`config.mk`:
```
export PLATFORM = sky130hd
export DESIGN_NAME = dir_home_ctrl
export DESIGN_NICKNAME = d
export VERILOG_FILES = /design/src/rtl/dirh_pkg.sv /design/src/rtl/dirh_pick.sv /design/src/rtl/dirh_popcnt.sv /design/src/rtl/dir_home_ctrl.sv
export SDC_FILE = /design/constraint.sdc
export NUM_CORES = 1
export LEC_CHECK = 0
export CAP_MARGIN = 5
export CORE_ASPECT_RATIO = 0.5
export CORE_MARGIN = 3
export CORE_UTILIZATION = 40
export CTS_CLUSTER_SIZE = 40
export DETAILED_ROUTE_END_ITERATION = 8
export DONT_BUFFER_PORTS = 1
export HOLD_SLACK_MARGIN = 0.06
export SLEW_MARGIN = 40
export SYNTH_ARGS = -nofsm -noshare
export SYNTH_HDL_FRONTEND = slang
export SYNTH_SLANG_ARGS = --single-unit
```
`constraint.sdc`:
```
create_clock -name clk -period 3.2 [get_ports clk]
set_input_delay 0.16 -clock clk [delete_from_list [all_inputs] [get_ports clk]]
set_output_delay 0.16 -clock clk [all_outputs]
set_load 0.05 [all_outputs]
```
`src/rtl/dirh_pkg.sv`:
```
package dirh_pkg;

    typedef enum logic [1:0] {
        MSG_DATA   = 2'd0,
        MSG_RECALL = 2'd1,
        MSG_INVAL  = 2'd2,
        MSG_NACK   = 2'd3
    } msg_e;

    typedef enum logic [1:0] {
        ST_IDLE   = 2'd0,
        ST_INVAL  = 2'd1,
        ST_WAITWB = 2'd2,
        ST_GRANT  = 2'd3
    } st_e;

endpackage

```
`src/rtl/dirh_pick.sv`:
```
module dirh_pick #(
    parameter int W = 4,
    localparam int IW = (W > 1) ? $clog2(W) : 1
) (
    input  logic [W-1:0]  vec,
    output logic          found,
    output logic [W-1:0]  onehot,
    output logic [IW-1:0] idx
);
    assign found  = |vec;
    assign onehot = vec & (~vec + W'(1));

    always_comb begin
        idx = '0;
        for (int i = 0; i < W; i++) begin
            if (onehot[i]) idx = idx | IW'(i);
        end
    end
endmodule

```
`src/rtl/dirh_popcnt.sv`:
```
module dirh_popcnt #(
    parameter int W = 4,
    localparam int CW = $clog2(W + 1)
) (
    input  logic [W-1:0]  vec,
    output logic [CW-1:0] cnt
);
    always_comb begin
        cnt = '0;
        for (int i = 0; i < W; i++) begin
            cnt = cnt + CW'(vec[i]);
        end
    end
endmodule

```
`src/rtl/dir_home_ctrl.sv`:
```
module dir_home_ctrl
    import dirh_pkg::*;
#(
    parameter int NODES  = 4,
    parameter int BLOCKS = 8,
    parameter int DATA_W = 16,
    localparam int NODE_W = (NODES > 1) ? $clog2(NODES) : 1,
    localparam int IDX_W  = (BLOCKS > 1) ? $clog2(BLOCKS) : 1,
    localparam int CNT_W  = $clog2(NODES + 1)
) (
    input  logic              clk,
    input  logic              rst_n,
    input  logic              req_valid,
    input  logic [NODE_W-1:0] req_node,
    input  logic [IDX_W-1:0]  req_blk,
    input  logic              req_excl,
    input  logic              rsp_valid,
    input  logic              rsp_wb,
    input  logic [NODE_W-1:0] rsp_node,
    input  logic [IDX_W-1:0]  rsp_blk,
    input  logic [DATA_W-1:0] rsp_data,
    output logic              msg_valid,
    output logic [1:0]        msg_type,
    output logic [NODE_W-1:0] msg_node,
    output logic [IDX_W-1:0]  msg_blk,
    output logic              msg_excl,
    output logic [DATA_W-1:0] msg_data
);

    typedef struct packed {
        st_e                             st;
        logic [NODE_W-1:0]               node;
        logic [IDX_W-1:0]                blk;
        logic                            excl;
        logic [NODES-1:0]                pend;
        logic [CNT_W-1:0]                cnt;
        logic [BLOCKS-1:0][NODES-1:0]    pres;
        logic [BLOCKS-1:0]               dirty;
        logic [BLOCKS-1:0][DATA_W-1:0]   mem;
        logic                            mv;
        msg_e                            mt;
        logic [NODE_W-1:0]               mn;
        logic [IDX_W-1:0]                mb;
        logic                            mx;
        logic [DATA_W-1:0]               md;
    } ctl_t;

    ctl_t q, d;

    logic [NODES-1:0]  req_bit, rsp_bit, act_bit, others;
    logic              own_found, nxt_found;
    logic [NODES-1:0]  own_oh, nxt_oh;
    logic [NODE_W-1:0] own_idx, nxt_idx;
    logic [CNT_W-1:0]  other_cnt;
    logic              wb_hit, recall_done, req_go, ack_in;

    assign req_bit = NODES'(1) << req_node;
    assign rsp_bit = NODES'(1) << rsp_node;
    assign act_bit = NODES'(1) << q.node;
    assign others  = q.pres[req_blk] & ~req_bit;

    dirh_pick #(.W(NODES)) u_own (
        .vec(q.pres[req_blk]), .found(own_found), .onehot(own_oh), .idx(own_idx)
    );

    dirh_pick #(.W(NODES)) u_nxt (
        .vec(q.pend), .found(nxt_found), .onehot(nxt_oh), .idx(nxt_idx)
    );

    dirh_popcnt #(.W(NODES)) u_cnt (
        .vec(others), .cnt(other_cnt)
    );

    assign wb_hit      = rsp_valid && rsp_wb && q.dirty[rsp_blk] && ((q.pres[rsp_blk] & rsp_bit) != '0);
    assign recall_done = wb_hit && (q.st == ST_WAITWB) && (rsp_blk == q.blk);
    assign req_go      = req_valid && (q.st == ST_IDLE) && !(wb_hit && (rsp_blk == req_blk));
    assign ack_in      = rsp_valid && !rsp_wb && (q.st == ST_INVAL) && (rsp_blk == q.blk) && (q.cnt != '0);

    always_comb begin
        d    = q;
        d.mv = 1'b0;
        d.mt = MSG_DATA;
        d.mn = '0;
        d.mb = '0;
        d.mx = 1'b0;
        d.md = '0;

        // writeback not tied to the active recall
        if (wb_hit && !recall_done) begin
            d.mem[rsp_blk]   = rsp_data;
            d.dirty[rsp_blk] = 1'b0;
            d.pres[rsp_blk]  = q.pres[rsp_blk] & ~rsp_bit;
        end

        if (ack_in) d.cnt = q.cnt - CNT_W'(1);

        if (req_valid && !req_go) begin
            d.mv = 1'b1;
            d.mt = MSG_NACK;
            d.mn = req_node;
            d.mb = req_blk;
            d.mx = req_excl;
        end

        unique case (q.st)
            ST_IDLE: begin
                if (req_go) begin
                    d.node = req_node;
                    d.blk  = req_blk;
                    d.excl = req_excl;
                    if (q.dirty[req_blk]) begin
                        d.mv = own_found;
                        d.mt = MSG_RECALL;
                        d.mn = own_idx;
                        d.mb = req_blk;
                        d.mx = req_excl;
                        d.st = ST_WAITWB;
                    end else if (!req_excl) begin
                        d.mv = 1'b1;
                        d.mt = MSG_DATA;
                        d.mn = req_node;
                        d.mb = req_blk;
                        d.md = q.mem[req_blk];
                        d.pres[req_blk] = q.pres[req_blk] | req_bit;
                    end else begin
                        d.pend = others;
                        d.cnt  = other_cnt;
                        d.pres[req_blk]  = req_bit;
                        d.dirty[req_blk] = 1'b1;
                        d.st   = ST_INVAL;
                    end
                end
            end
            ST_INVAL: begin
                if (!req_valid) begin
                    if (nxt_found) begin
                        d.mv   = 1'b1;
                        d.mt   = MSG_INVAL;
                        d.mn   = nxt_idx;
                        d.mb   = q.blk;
                        d.pend = q.pend & ~nxt_oh;
                    end else if (q.cnt == '0) begin
                        d.st = ST_GRANT;
                    end
                end
            end
            ST_WAITWB: begin
                if (recall_done) begin
                    d.mem[q.blk] = rsp_data;
                    if (q.excl) begin
                        d.pres[q.blk] = act_bit;
                    end else begin
                        d.dirty[q.blk] = 1'b0;
                        d.pres[q.blk]  = q.pres[q.blk] | act_bit;
                    end
                    d.st = ST_GRANT;
                end
            end
            ST_GRANT: begin
                if (!req_valid) begin
                    d.mv = 1'b1;
                    d.mt = MSG_DATA;
                    d.mn = q.node;
                    d.mb = q.blk;
                    d.mx = q.excl;
                    d.md = q.mem[q.blk];
                    d.st = ST_IDLE;
                end
            end
            default: d.st = ST_IDLE;
        endcase
    end

    always_ff @(posedge clk) begin
        if (!rst_n) begin
            q <= '0;
        end else begin
            q <= d;
        end
    end

    assign msg_valid = q.mv;
    assign msg_type  = q.mt;
    assign msg_node  = q.mn;
    assign msg_blk   = q.mb;
    assign msg_excl  = q.mx;
    assign msg_data  = q.md;

    generate
        for (genvar b = 0; b < BLOCKS; b++) begin : g_inv

            dirty_single_owner_chk: assert property (@(posedge clk) disable iff (!rst_n)
                q.dirty[b] |-> ($countones(q.pres[b]) == 1));
        end
    endgenerate


    busy_nack_chk: assert property (@(posedge clk) disable iff (!rst_n)
        (req_valid && q.st != ST_IDLE) |=>
        (msg_valid && msg_type == MSG_NACK && msg_node == $past(req_node)));


    no_early_grant_chk: assert property (@(posedge clk) disable iff (!rst_n)
        (msg_valid && msg_type == MSG_DATA && msg_excl) |-> (q.cnt == '0 && q.pend == '0));


    inval_outstanding_chk: assert property (@(posedge clk) disable iff (!rst_n)
        (msg_valid && msg_type == MSG_INVAL) |-> (q.cnt != '0));


    ack_expected_chk: assert property (@(posedge clk) disable iff (!rst_n)
        (rsp_valid && !rsp_wb && q.st == ST_INVAL) |-> (q.cnt != '0));

endmodule

```
# After elaboration in Yosys (flattened, before gate mapping)
# Cells that the tools add are included.
# totals
regBits	208
input_bits	32
output_inout_bits	25
wordCells	187
# classes
add_sub_neg	6
n_lt_le_gt_ge	6
eq_ne	15
shifts	3
mux	79
n_bitwise	18
n_reduce_logical	31
# ops
operator	n
$mux 168	2
$bwmux 128	2
$bwmux 32	5
$mux 128	1
$bmux 16 s3	2
$demux 16 s3	2
$mux 16	6
$pmux 40 s2	1
$mux 32	2
$mux 55	1
$mux 25	2
$mux 8	6
$mux 47	1
$bmux 4 s3	3
$demux 4 s3	3
$pmux 17 s2	1
$mux 4	8
$and 4x4->4	6
$pmux 8 s3	1
$mux 2	11
$not 4->4	5
$logic_and 1x1->1	17
$and 8x8->8	2
$ne 2x2->1 const B	8
other kinds (33)	60

# Longest topological paths before layout
# logic_depth
depth_word	15
depth_mapped	13
mapped_depth_nobuf	9

# By module
# Synthesis repeated with hierarchy kept, for this count alone.
# hier_totals
cells_unflattened	1351
area_unflattened_um2	12177.9
# by_module_without_submodules
mod	instances	cells_each	area_per_inst_um2	seq_area_each_um2
dir_home_ctrl	1	1323	11996.5	4164.0
dirh_pick	2	10	58.8	0.0
dirh_popcnt	1	8	63.8	0.0

# Least setup slack after synthesis
# OpenSTA, ideal clock, no wires.
# synth_timing
path_type	in2reg
startpoint	input req_blk[1]
endpoint	register q[194] (netlist name)
setup_ps	132
arrival_time_ps	2876
slack_ps	192
stages	10
cell_sequence	clkbuf_1 mux2i_1 nor3_1 a2111oi_0 nor2_1 ha_1 fa_1 ha_1 nand3_1 a21oi_1
# synth_via
elab_chain_cells	10
elab_cells_between_ends	16
# synth_lines
item	line_no	rtl
start: declaration	dir_home_ctrl.sv:15	input logic [IDX_W-1:0] req_blk,
$bmux 4 s3	dir_home_ctrl.sv:60	assign others = q.pres[req_blk] & ~req_bit;
$mux 4 (implied by the code)	dir_home_ctrl.sv:60	
$and 4x4->4	dir_home_ctrl.sv:60	
$add 1x1->2	dirh_popcnt.sv:11	cnt = cnt + CW'(vec[i]);
$add 3x1->3 (2 in a row)	dirh_popcnt.sv:11	
$mux 7	dir_home_ctrl.sv:118	end else if (!req_excl) begin
$mux 47	dir_home_ctrl.sv:111	if (q.dirty[req_blk]) begin
$mux 55 (*)	dir_home_ctrl.sv:107	if (req_go) begin
$mux 3 (*)	dir_home_ctrl.sv:105	unique case (q.st)
end signal: assignment	dir_home_ctrl.sv:176	q <= '0;
end signal: assignment	dir_home_ctrl.sv:178	q <= d;
end: declaration	dir_home_ctrl.sv:48	ctl_t q, d;
# Every way passes the cells marked *; elsewhere a longest branch is shown, timed or not. The select of a mux whose other input is x is not followed.
# A chain may end at the register's enable or synchronous reset.

# Worst setup path in the final report
# layout_timing
startpoint	register q[179] (netlist name)
endpoint	register q[91] (netlist name)
# layout_via
elab_chain_cells	13
# layout_lines
item	line_no	rtl
$bmux 4 s3 (*)	dir_home_ctrl.sv:74	assign wb_hit = rsp_valid && rsp_wb && q.dirty[rsp_blk] && ((q.pres[rsp_blk] & rsp_bit) != '0);
$mux 4 (implied by the code) (*)	dir_home_ctrl.sv:74	
$and 4x4->4 (*)	dir_home_ctrl.sv:74	
$reduce_bool 4->1 (*)	dir_home_ctrl.sv:74	
$logic_and 1x1->1 (*)	dir_home_ctrl.sv:74	
$logic_and 1x1->1 (2 in a row)	dir_home_ctrl.sv:75	assign recall_done = wb_hit && (q.st == ST_WAITWB) && (rsp_blk == q.blk);
$logic_not 1->1	dir_home_ctrl.sv:89	if (wb_hit && !recall_done) begin
$logic_and 1x1->1	dir_home_ctrl.sv:89	
$mux 168	dir_home_ctrl.sv:89	
$bwmux 128	dir_home_ctrl.sv:149	d.mem[q.blk] = rsp_data;
$mux 168	dir_home_ctrl.sv:148	if (recall_done) begin
$mux 128 (*)	dir_home_ctrl.sv:105	
# Marks and branches as above.

==> impl_results.md <==
* Max stage delay cell, worst path: mux4_2
* Worst path bufs/invs at 2
* CTS Root Cell: clkbuf_16
* Initial Util at 41.3%
* Setup Skew at 20.8 ps
* Total grt overflow at 0
* Slew Limit Headroom at 48.6%
* Max VDD drop at 360 µV
* Drt wl/cell at 28.4 µm
* TritonCTS Sinks at 208
* Setup TNS at 0 ps
* Crit Path Max Fanout at 18
* Synth Cell Area at 0.0122 mm²
* CP Data Arrival Time at 3570 ps
* Clock buffer count from CTS at 22
* Pin count of the biggest net entering global routing at 58
* Crit-path cells: mux2i_1 > mux4_2 > a2111oi_4 > nand4_2 > buf_12 > nor3_4 > buf_12 > o21ai_0 > a21oi_1
* Crit-path leading delay family: compound AO/OA/AOI/OAI gates
* Final hold violation count at 0
* Vias after detailed routing at 13200
* Synth cell types at 85
* # diodes at 0
* Chip Width at 253 µm
* Synth Register Bits at 208
* Status: complete, no violations
* Critical setup path kind: reg2reg
* Vias in the first global route at 12500
* Critical Path RT at 3660 ps
* Port Buffer Count at 0
* CP most frequent cell: buf_12
* Mapped Nets at 1502
* Fin crit period at 3120 ps
* Worst-case clock buffer depth at 3
* Worst hold path type: in2reg
* Routed Antenna Nets at 0
* RSZ-0062 raised after global routing: no
* Worst-Margin Slew at 764 ps
* Top FF cell, synth: dfxtp_1
* Share of cells above drive strength 1 at 13.1%
* Height of the chip at 129 µm
* Max-cap viol count at 0
* Slowest stage delay, CP at 550 ps
* Fmax at 321 MHz
* TritonCTS clock tree: done
* Mean Syn Cell Area at 8.33 µm²
* Final worst path period share at 97.4%
* Fraction of registers with async set/reset at 0%
* Detailed Route WL at 53100 µm
* Die area at 0.0327 mm²
* DRT iter0 DRCs at 2372
* Placed cell area at 0.0128 mm²
* Worst-skew pair later-pin latency at 550 ps
* Rows at 44
* Post-route cell area at 0.0139 mm²
* Critical Path Source Type: register
* Leak at 4.70 nW
* Max-slew violation count at 0
* Mapped Cells at 1461
* Total track usage at 31.4%
* DRC viols at 0
* First-pass GRT wire length at 78700 µm
* DP HPWL at 34200 µm
* CTS H-Tree Depth at 1
* Routability congestion estimate at 0.965
* Post-synth EDFFs at 0
* Setup violators final at 0
* Area grow syn2layout at 14.3%
* Reg clk slew, reported paths at 70 ps
* Power Dens Cells at 522 mW/mm²
* CORE AREA at 0.0295 mm²
* Final #Nets at 1506
* # IOs at 57
* Seq/Total Area, Yosys at 34.2%
* First drt pass iteration count at 6
* Ys Warns at 0
* Critical path endpoint category: register
* Via-to-Cell Ratio at 7.03
* Initial antenna violation count at 0
-- path summary, 6_finish.rpt --
kind / startpoint / to / slack [ps] / cells after the start
hold / removal: rsp_wb / q[195] / 70 / 4
hold reg to reg: q[40] / q[40] / 480 / 2
setup / recovery: q[179] / q[91] / 80 / 9
setup reg to reg: q[179] / q[91] / 80 / 9
-- kinds of logic after synthesis --
group | count (synthesis) | synth area share [%]
buffers and inverters | 166 | 6.86
multiplexers | 109 | 10.3
XOR/XNOR | 7 | 0.504
adder cells (fa/ha/maj) | 9 | 0.987
flip-flops | 208 | 34.2
AO/OA/AOI/OAI | 531 | 28.8
AND/OR/NAND/NOR | 431 | 18.3
-- routing by layer --
layer / global-route usage, % / part of all wire (%) / vias to the layer above
li1: - / - / 5578
met1: 41.0 / 39 / 6258
met2: 46.7 / 41 / 1071
met3: 9.31 / 13 / 258
met4: 17.7 / 6.0 / 0
met5: 0 / 0 / -
-- synthesized netlist by cell type, types with 8 or more instances --
master	instances	area share [%]
dfxtp_1	208	34
a22oi_1	134	8.3
nand3_1	127	5.2
a21oi_1	122	5.0
o21ai_0	113	4.6
nor2_1	100	3.1
mux2i_1	95	7.8
clkbuf_1	75	2.3
nand2_1	56	1.7
nand4_1	42	2.2
nor3_1	30	1.2
buf_2	29	1.2
buf_4	29	1.8
o21ai_1	17	0.70
o22ai_1	17	0.87
inv_1	14	0.43
mux4_2	13	2.4
a221oi_1	12	0.86
o221ai_1	11	0.79
a31oi_1	10	0.51
o21a_1	10	0.62
a211oi_1	9	0.56
and2_1	9	0.46
o31ai_1	9	0.56
a2bb2oi_1	8	0.58
ha_1	8	0.82
o22a_1	8	0.58
-- where the power goes --
group | switching (mW) | internal [mW] | total (mW)
clock | 1.19 | 1.63 | 2.82
combinational | 1.19 | 0.487 | 1.67
sequential | 0.120 | 2.65 | 2.77
-- flip-flops by register name, indices dropped and copies added, names as in the netlist --
signal,cells
msg_type,2
msg_valid,1
msg_node,2
msg_data,16
msg_blk,3
msg_excl,1
q,183
-- worst register-to-register path, cell delays in order, from the launching register on --
cell	delay [ps]
dfxtp_1	390
mux2i_1	90
mux4_2	550
a2111oi_4	550
nand4_2	270
buf_12	240
nor3_4	390
buf_12	210
o21ai_0	120
a21oi_1	210
-- per-stage QoR --
stage                     instances  hold WS, ps  util (%)  setup slack [ps]  total power [mW]
after CTS                      1870         61.4      47.1              14.4              7.18
after global routing           1872         82.5      47.2              8.14              7.46
final                          1872         71.6      47.2              84.7              7.26
after floorplan                1461          304         -               192              3.81
after global placement         1803          291      43.4               108              4.32
after detailed placement       1805          295      43.6              46.0              4.34
-- timing repair --
| action | in CTS | in global routing |
|---|---|---|
| endpoints found under the hold margin | 182 | 0 |
| setup endpoints to repair | 0 | 6 |
| hold buffers | 25 | 0 |
| setup buffers | 0 | 2 |
| resized for setup | 0 | 1 |
-- placed cells by master, fill, tap and decap left out, drive strengths merged, types with 16 or more instances in the layout --
cell / instances
inv: 16
clkbuf: 31
o22ai: 17
dlygate4sd3: 24
a22oi: 134
nand3: 130
mux2i: 95
dfxtp: 208
nand2: 57
nand4: 43
nor2: 101
o21ai: 130
buf: 102
nor3: 35
a21oi: 122
-- cell type report --
type	instances	area [µm²]
fill	2747	15600
multi-input combinational	1087	7250
sequential	208	4160
timing repair buffer	126	1130
clock buffer	31	624
tap	391	489
clock inverter	9	159
inverter	20	77.6
No activity file was read; power rests on OpenSTA's default activity.
